`config.mk`:
```
export PLATFORM = sky130hd
export DESIGN_NAME = lane_sync_fsm
export DESIGN_NICKNAME = d
export VERILOG_FILES = /design/src/rtl/lsm_pkg.sv /design/src/rtl/lsm_cg_classify.sv /design/src/rtl/lsm_err_tracker.sv /design/src/rtl/lane_sync_fsm.sv
export SDC_FILE = /design/constraint.sdc
export NUM_CORES = 1
export LEC_CHECK = 0
export CAP_MARGIN = 10
export CORE_MARGIN = 5
export CORE_UTILIZATION = 30
export DETAILED_ROUTE_END_ITERATION = 8
export SLEW_MARGIN = 25
export SYNTH_ARGS = -nofsm -noshare
export SYNTH_HDL_FRONTEND = slang
export SYNTH_SLANG_ARGS = --single-unit
```
`constraint.sdc`:
```
create_clock -name clk -period 1.6 [get_ports clk]
set_input_delay 0.32 -clock clk [delete_from_list [all_inputs] [get_ports clk]]
set_output_delay 0.32 -clock clk [all_outputs]
set_load 0.02 [all_outputs]
```
`src/rtl/lsm_pkg.sv`:
```
package lsm_pkg;
    typedef enum logic [1:0] {
        S_HUNT = 2'd0,
        S_ACQ  = 2'd1,
        S_LOCK = 2'd2
    } lsm_state_t;

    localparam logic [7:0] COMMA_VALUE = 8'hBC;
endpackage

```
`src/rtl/lsm_cg_classify.sv`:
```
module lsm_cg_classify
    import lsm_pkg::*;
(
    input  logic [7:0] data_i,
    input  logic       ctrl_i,
    input  logic       bad_i,
    output logic       is_comma_o,
    output logic       is_bad_o
);
    // the invalid flag overrides comma recognition
    assign is_bad_o   = bad_i;
    assign is_comma_o = ctrl_i && (data_i == COMMA_VALUE) && !bad_i;
endmodule

```
`src/rtl/lsm_err_tracker.sv`:
```
module lsm_err_tracker #(
    parameter int ERR_LIMIT = 4,
    parameter int GOOD_RUN  = 4
) (
    input  logic clk,
    input  logic rst_n,
    input  logic in_lock_i,
    input  logic step_i,
    input  logic bad_i,
    output logic trip_o
);
    localparam int EW = $clog2(ERR_LIMIT + 1);
    localparam int GW = $clog2(GOOD_RUN + 1);

    logic [EW-1:0] lvl_q;
    logic [GW-1:0] good_q;

    assign trip_o = step_i && bad_i && (lvl_q == EW'(ERR_LIMIT - 1));

    always_ff @(posedge clk) begin
        if (!rst_n || !in_lock_i || trip_o) begin
            lvl_q  <= '0;
            good_q <= '0;
        end else if (step_i) begin
            if (bad_i) begin
                lvl_q  <= lvl_q + 1'b1;
                good_q <= '0;
            end else if (lvl_q != '0) begin
                if (good_q == GW'(GOOD_RUN - 1)) begin
                    lvl_q  <= lvl_q - 1'b1;
                    good_q <= '0;
                end else begin
                    good_q <= good_q + 1'b1;
                end
            end
        end
    end

    // an invalid group below the limit raises the level by one
    p_err_rise_r6: assert property (@(posedge clk) disable iff (!rst_n)
        (in_lock_i && step_i && bad_i && !trip_o) |=> lvl_q == $past(lvl_q) + 1'b1);

    // a full run of valid groups lowers the level by one
    p_err_drain_r7: assert property (@(posedge clk) disable iff (!rst_n)
        (in_lock_i && step_i && !bad_i && lvl_q != '0 && good_q == GW'(GOOD_RUN - 1))
        |=> lvl_q == $past(lvl_q) - 1'b1);
endmodule

```
`src/rtl/lane_sync_fsm.sv`:
```
module lane_sync_fsm
    import lsm_pkg::*;
#(
    parameter int N_COMMA   = 4,
    parameter int ERR_LIMIT = 4,
    parameter int GOOD_RUN  = 4
) (
    input  logic       clk,
    input  logic       rst_n,
    input  logic       cg_valid_i,
    input  logic [7:0] cg_data_i,
    input  logic       cg_ctrl_i,
    input  logic       cg_bad_i,
    output logic       sync_o
);
    localparam int CW = $clog2(N_COMMA + 1);

    lsm_state_t    state_q, state_d;
    logic [CW-1:0] cnt_q, cnt_d;
    logic          is_comma, is_bad, trip, in_lock, step;

    lsm_cg_classify u_cls (
        .data_i     (cg_data_i),
        .ctrl_i     (cg_ctrl_i),
        .bad_i      (cg_bad_i),
        .is_comma_o (is_comma),
        .is_bad_o   (is_bad)
    );

    assign in_lock = (state_q == S_LOCK);
    assign step    = cg_valid_i && in_lock;

    lsm_err_tracker #(.ERR_LIMIT(ERR_LIMIT), .GOOD_RUN(GOOD_RUN)) u_err (
        .clk       (clk),
        .rst_n     (rst_n),
        .in_lock_i (in_lock),
        .step_i    (step),
        .bad_i     (is_bad),
        .trip_o    (trip)
    );

    // next-state logic
    always_comb begin
        state_d = state_q;
        cnt_d   = cnt_q;
        if (cg_valid_i) begin
            unique case (state_q)
                S_HUNT: begin
                    if (is_comma) begin
                        cnt_d   = (N_COMMA == 1) ? '0 : CW'(1);
                        state_d = (N_COMMA == 1) ? S_LOCK : S_ACQ;
                    end
                end
                S_ACQ: begin
                    if (is_bad) begin
                        cnt_d   = '0;
                        state_d = S_HUNT;
                    end else if (is_comma) begin
                        if (cnt_q == CW'(N_COMMA - 1)) begin
                            cnt_d   = '0;
                            state_d = S_LOCK;
                        end else begin
                            cnt_d = cnt_q + 1'b1;
                        end
                    end
                end
                S_LOCK: begin
                    if (trip) begin
                        cnt_d   = '0;
                        state_d = S_HUNT;
                    end
                end
                default: begin
                    cnt_d   = '0;
                    state_d = S_HUNT;
                end
            endcase
        end
    end

    // state register
    always_ff @(posedge clk) begin
        if (!rst_n) begin
            state_q <= S_HUNT;
            cnt_q   <= '0;
        end else begin
            state_q <= state_d;
            cnt_q   <= cnt_d;
        end
    end

    // output register
    always_ff @(posedge clk) begin
        if (!rst_n) sync_o <= 1'b0;
        else        sync_o <= (state_d == S_LOCK);
    end

    p_sync_rise_r1: assert property (@(posedge clk) disable iff (!rst_n)
        $rose(sync_o) |-> $past(cg_valid_i && is_comma));

    p_sync_state_r2: assert property (@(posedge clk) disable iff (!rst_n)
        sync_o == (state_q == S_LOCK));

    p_acq_clear_r3: assert property (@(posedge clk) disable iff (!rst_n)
        (cg_valid_i && is_bad && state_q != S_LOCK) |=> (cnt_q == '0 && !sync_o));

    p_noncomma_hold_r4: assert property (@(posedge clk) disable iff (!rst_n)
        (cg_valid_i && !is_bad && !is_comma && state_q == S_ACQ) |=> $stable(cnt_q));

    p_trip_drop_r6: assert property (@(posedge clk) disable iff (!rst_n)
        trip |=> (!sync_o && cnt_q == '0));

    p_idle_hold_r9: assert property (@(posedge clk) disable iff (!rst_n)
        !cg_valid_i |=> ($stable(sync_o) && $stable(cnt_q)));
endmodule

```
==> results of run 1 <==
## cell usage in the layout (no fill, tap or decap), drive strengths merged, types with 2 or more instances in the layout
cell type      netlist  routed
a211o                2       2
a21oi                3       3
a41oi                2       2
and2                 3       3
and3                 3       3
and4b                2       2
buf                  1       7
clkbuf               0       3
clkdlybuf4s50        0      12
dfxtp               12      12
ha                   2       2
inv                  3       3
mux2i                3       3
nand2                5       5
nand2b               2       2
nor2                 5       5
nor2b                2       2
nor3b                2       2
o21ai                4       4
or3                  2       2
xor2                 3       3
## through the flow
| step | setup WS (ns) | utilization (%) | std cells | setup TNS [ns] |
|---|---|---|---|---|
| 2_1_floorplan | 0.04481 | - | 72 | 0 |
| 3_3_place_gp | -0.3225 | 40.61 | 119 | -2.614 |
| 3_5_place_dp | -0.3586 | 40.61 | 119 | -2.854 |
| 4_1_cts | 0.04793 | 42.03 | 122 | 0 |
| 5_1_grt | 0.0003894 | 42.26 | 122 | 0 |
| 6_report | 0.09943 | 42.26 | 122 | 0 |
## worst paths after layout
kind	start	to	slack (ns)	cells past startpoint
worst max-delay path	cnt_q[0]	cnt_q[0]	0.1	5
worst min-delay path	cnt_q[2]	cnt_q[2]	0.43	2
worst max register to register	cnt_q[0]	cnt_q[0]	0.1	5
worst min register to register	cnt_q[2]	cnt_q[2]	0.43	2
## registers in the layout (all words and copies together) (netlist names)
register      flops
cnt_q             3
state_q           2
sync_o            1
u_err.good_q      3
u_err.lvl_q       3
## cell families after synthesis
kind of cell / after synthesis / synth area share, %
adder cells (fa/ha/maj): 3 / 6.593
AO/OA/AOI/OAI: 15 / 17.95
XOR/XNOR: 3 / 3.847
buffers and inverters: 4 / 3.296
flip-flops: 12 / 35.16
AND/OR/NAND/NOR: 32 / 28.75
multiplexers: 3 / 4.396
## power breakdown
| part | leakage [nW] | internal (W) | total (W) | switching (W) |
|---|---|---|---|---|
| sequential | 0.0972 | 0.000303 | 0.000308 | 0.00000454 |
| combinational | 0.265 | 0.0000555 | 0.0000935 | 0.0000380 |
| clock | 0.0138 | 0.0000869 | 0.000182 | 0.0000949 |
## layer usage
layer  vias to the layer above  global-route usage [%]
li1                        311                       -
met2                        14                   13.39
met3                         0                   3.563
met5                         -                       0
met1                       282                   11.45
met4                         0                   3.974
## timing repair
| action | CTS | global route |
|---|---|---|
| pin swaps | 0 | 1 |
| gates resized for setup | 4 | 1 |
| endpoints found under the setup margin | 3 | 1 |
## area by class of cell
cell class | instances | area, um^2 | share of cell area, %
multi-input combinational | 56 | 435.4 | 47.03
sequential | 12 | 240.2 | 25.95
timing repair buffer | 20 | 181.4 | 19.59
tap | 28 | 35.03 | 3.784
clock buffer | 3 | 22.52 | 2.432
inverter | 3 | 11.26 | 1.216
## worst max-delay path: stages (launching register included)
cell     delay [ns]
dfxtp_1        0.33
ha_1           0.21
nor2b_1        0.18
o31a_2         0.28
or3_1          0.31
mux2i_1        0.13
==> flow_summary_export.csv, run 1 <==
group,metric,value,unit
outcome,outcome,"finished, final reports clean",
global_routing,grt_pass1_wl,2304,um
yosys,yosysTopAreaCell,"dfxtp_1",
floorplanning,dieWidth,57.72,um
global_routing,grt_max_degree,9,
sta,rsz0062_at_grt,"false",
min_path,hp-class,"register to register",
final_layout,syn_to_final_growth,35.53,%
drt,finalWirelength,1411,um
final_layout,nets,112,
yosys,synth_top_cells_by_count,"12 x dfxtp_1, 5 x nand2_1, 5 x nor2_1",
sta,slew_violations,0,
floorplanning,num_rows,17,
drt,drt_iter0_markers,6,
floorplanning,start_util,31.18,%
drt,route.met2.wl,651,um
global_routing,first_global_vias,558,
floorplanning,io_pins,14,
placed_design,gp_congestion,0.7556,
sta,worstMarginPinSlew,0.3042,ns
flow_run,cap_viol_max_count,0,
yosys,ys_async_sr_fraction,0,%
yosys,yosysMostFrequentCell,"dfxtp_1",
yosys,yosysWarnings,0,
power_and_ir_drop,vdd_ir_drop_max,292.5,uV
floorplanning,fp.dieH,57.72,um
final_layout,n_fill_cell,222,
global_routing,track_usage,9.016,%
clocking,htree_levels,1,
worst_setup_path,startpoint_type,"register",
clocking,cts.path.max_buffers,2,
sta,fmax,0.6664,GHz
global_routing,antenna_found_initial,0,
drt,vias,607,
placed_design,port_buffers,13,
drt,drcViolationCount,0,
clocking,cts.hold.buffers_added,0,
sta,setup_viol,0,
power_and_ir_drop,p_leak,0.3763,nW
global_routing,gr-total-overflow,0,
drt,top_layer,"met3",
worst_setup_path,cp.arrival,1.70,ns
worst_setup_path,worstSetupPathType,"register to register",
drt,drtPass1Iterations,4,
yosys,ys_seq_area_share,35.16,%
power_and_ir_drop,p_total,0.0005833,W
placed_design,place_area,889.6,um^2
yosys,synth_seq_cells,12,
clocking,clockRootBuffer,"clkbuf_4",
yosys,syn_area,683.2,um^2
floorplanning,core,2191,um^2
worst_setup_path,endpoint_kind,"register",
placed_design,hpwl,1175,um
clocking,cts_setup_buffers,0,
yosys,synth-edff-count,0,
sta,maxSlewHeadroom,79.72,%
sta,hold_viol,0,
yosys,synthCells,72,
final_layout,drive_gt1_share,22.34,%
sta,worst_hold_slack,0.4336,ns
drt,avgViaCountPerCell,4.975,
sta,finClkSkew,0.006922,ns
yosys,synth_fp_nets,88,
drt,drtAntennaViolNets,0,
sta,fin_crit,1.501,ns
yosys,yosys.area.top_type_share,35.16,%
final_layout,stdcell_area,925.9,um^2
clocking,numCtsBuffers,3,
clocking,path_clk_slew,0.07,ns
clocking,cts.sinks,12,
clocking,cts_tree,"yes",
floorplanning,die_area,3332,um^2
drt,wire_per_inst,11.57,um
final_layout,antenna_cells,0,
yosys,avgSynthCellArea,9.488,um^2
sta,final.period_utilization,93.79,%
drt,wl_met1,691,um
yosys,synth_area_leaders,"dfxtp_1 35%, mux2i_1 4.4%, xor2_1 3.8%",
yosys,synthFlopType,"dfxtp_1",
power_and_ir_drop,power_density,630.0,nW/um^2
worst_setup_path,crit_fanout,4,
clocking,clk_latency,0.27,ns
drt,route.met3.wl,67,um
yosys,synth.distinct_cells,32,
worst_setup_path,required,1.80,ns
No activity file was read; power rests on OpenSTA's default activity.
==> run 2, diff against run 1 <==
--- a/config.mk
+++ b/config.mk
@@ -6,6 +6,7 @@
 export NUM_CORES = 1
 export LEC_CHECK = 0
 export CAP_MARGIN = 10
+export CORE_ASPECT_RATIO = 1.5
 export CORE_MARGIN = 5
 export CORE_UTILIZATION = 30
 export DETAILED_ROUTE_END_ITERATION = 8
==> run 2 against run 1 <==
Cell count shrank 4.1%. Via count grew 0.49%. Die area grew 0.59%. Setup slack gained 0.0036 ns. Sequential power is essentially flat. Register-to-register slack gained 0.02 ns.
==> flow_summary_export.csv, run 2 (synthesized netlist as in run 1, its figures left out) <==
group,metric,value,unit
final_layout,final_cell_mix,"12 x dfxtp_1, 12 x clkdlybuf4s50_1, 5 x nand2_1, 5 x nor2_1, 5 x buf_4",
min_path,worstHoldStart,"cnt_q[2]",
sta,fmax,0.6680,GHz
final_layout,drive_gt1_share,23.40,%
power_and_ir_drop,p_leak,0.3888,nW
worst_setup_path,required,1.28,ns
final_layout,reg_top3,"cnt_q x3, u_err.good_q x3, u_err.lvl_q x3",
sta,final.period_utilization,93.56,%
clocking,cts.sinks,12,
sta,slew_violations,0,
worst_setup_path,reg2reg_slack,0.12,ns
sta,setup_viol,0,
worst_setup_path,slowest_delay,0.59,ns
placed_design,place_area,875.8,um^2
final_layout,n_fill_cell,241,
drt,wl_met1,544,um
worst_setup_path,startpoint_type,"register",
floorplanning,dieWidth,48.97,um
clocking,path_clk_slew,0.07,ns
clocking,cts.path.max_buffers,2,
worst_setup_path,cp.arrival,1.18,ns
final_layout,multiInputGateArea,440.4,um^2
power_and_ir_drop,p_total,0.0006426,W
drt,wire_per_inst,12.66,um
global_routing,first_global_vias,663,
final_layout,nets,111,
placed_design,dpl.cell_count,113,
floorplanning,start_util,30.95,%
final_layout,final_cells,117,
drt,avgViaCountPerCell,5.214,
global_routing,grt_max_degree,9,
power_and_ir_drop,vdd_ir_drop_max,401.7,uV
floorplanning,core,2207,um^2
drt,finalWirelength,1481,um
sta,hold_viol,0,
sta,worst_hold_slack,0.4369,ns
worst_setup_path,regToRegEndpoint,"cnt_q[0]",
placed_design,port_buffers,13,
clocking,htree_levels,1,
drt,drtPass1Iterations,4,
worst_setup_path,endpoint_kind,"output pin",
worst_setup_path,r2r_cells,5,
worst_setup_path,worstSetupPathType,"register to output pin",
global_routing,gr-total-overflow,0,
sta,worstMarginPinSlew,0.2906,ns
final_layout,layout.area.seq,240.2,um^2
global_routing,grt_pass1_wl,2594,um
final_layout,syn_to_final_growth,36.81,%
placed_design,hpwl,1235,um
floorplanning,die_area,3351,um^2
floorplanning,fp.dieH,68.45,um
worst_setup_path,cp_num_buf_inv,1,
flow_run,cap_viol_max_count,0,
worst_setup_path,regToRegStartpoint,"cnt_q[0]",
outcome,outcome,"finished, final reports clean",
final_layout,antenna_cells,0,
final_layout,stdcell_area,934.6,um^2
placed_design,gp_congestion,0.8718,
global_routing,antenna_found_initial,0,
drt,route.met3.wl,56,um
drt,drt_iter0_markers,13,
worst_setup_path,path_delay_family,"buffers and inverters",
clocking,numCtsBuffers,3,
min_path,holdPathStages,2,
sta,rsz0062_at_grt,"false",
min_path,hp-class,"register to register",
sta,maxSlewHeadroom,80.42,%
sta,fin_crit,1.497,ns
clocking,clockRootBuffer,"clkbuf_4",
clocking,clk_latency,0.28,ns
clocking,cts_tree,"yes",
min_path,hold_end,"cnt_q[2]",
worst_setup_path,path_cells,"clkdlybuf4s50_1",
worst_setup_path,crit_fanout,1,
drt,top_layer,"met4",
sta,finClkSkew,0.004148,ns
drt,drcViolationCount,0,
floorplanning,io_pins,14,
drt,drtAntennaViolNets,0,
final_layout,final_core_util,42.35,%
power_and_ir_drop,power_density,687.5,nW/um^2
worst_setup_path,cp_slowest_cell,"clkdlybuf4s50_1",
drt,route.met2.wl,833,um
floorplanning,num_rows,21,
clocking,cts.hold.buffers_added,0,
drt,vias,610,
global_routing,track_usage,9.940,%
-- run 2: cell count changes in the layout (fill, tap and decap cells not counted) --
cell	delta
a221oi_1	-1
a221oi_2	+1
buf_4	-2
buf_6	+1
clkbuf_8	+1
nor4_1	-1
nor4_2	+1
o211a_1	+1
o211a_4	-1
-- run 2: what timing repair did --
item / CTS / global route
setup buffers: 0 / 0
gates resized for setup: 4 / 3
pin swaps: 1 / 0
setup endpoints to repair: 3 / 3
-- run 2: cell type report --
cell class / instances / share of cell area [%]
multi-input cells: 56 / 47.12
clock buffers: 4 / 3.882
repair buffers: 19 / 19.01
inverters: 3 / 1.205
flip-flops and latches: 12 / 25.70
well taps: 23 / 3.079
-- run 2: tightest hold or removal path, stage by stage (launching register included) --
cell and delay [ns]:
dfxtp_1 0.31, nand2_1 0.05, a21oi_1 0.03
-- run 2: through the flow --
stage	setup WS, ns	TNS, ns
2_1_floorplan	0.04481	0
3_3_place_gp	-0.3273	-2.733
3_5_place_dp	-0.3901	-2.947
4_1_cts	0.03264	0
5_1_grt	0.001436	0
6_report	0.1030	0
-- run 2: worst max path at each step --
stage               slack [ns]         start  cells after the start              to
finish                    0.10        sync_o                      1          sync_o
detailed placement       -0.39      cg_bad_i                      6  u_err.lvl_q[2]
CTS                       0.03  cg_data_i[2]                      5          sync_o
global route             0.001  cg_data_i[1]                      5          sync_o
floorplan                 0.04      cg_bad_i                      6  u_err.lvl_q[2]
global placement         -0.33      cg_bad_i                      6  u_err.lvl_q[2]
-- run 2: power by group --
part / switching, W / internal (W) / total, W
Clock: 0.000104 / 0.000139 / 0.000242
Sequential: 0.00000462 / 0.000303 / 0.000308
Combinational: 0.0000380 / 0.0000542 / 0.0000922
Total: 0.000146 / 0.000496 / 0.000643
-- run 2: layer usage --
metal,track usage [%],vias up
li1,-,311
met1,9.272,280
met2,19.61,14
met3,1.307,5
met4,7.071,0
met5,0,-
==> run 3, diff against run 2 <==
--- a/config.mk
+++ b/config.mk
@@ -10,7 +10,6 @@
 export CORE_MARGIN = 5
 export CORE_UTILIZATION = 30
 export DETAILED_ROUTE_END_ITERATION = 8
-export SLEW_MARGIN = 25
 export SYNTH_ARGS = -nofsm -noshare
 export SYNTH_HDL_FRONTEND = slang
 export SYNTH_SLANG_ARGS = --single-unit
==> results of run 3 <==
Same layout as run 2: the final DEF is identical, and so are final timing and power.
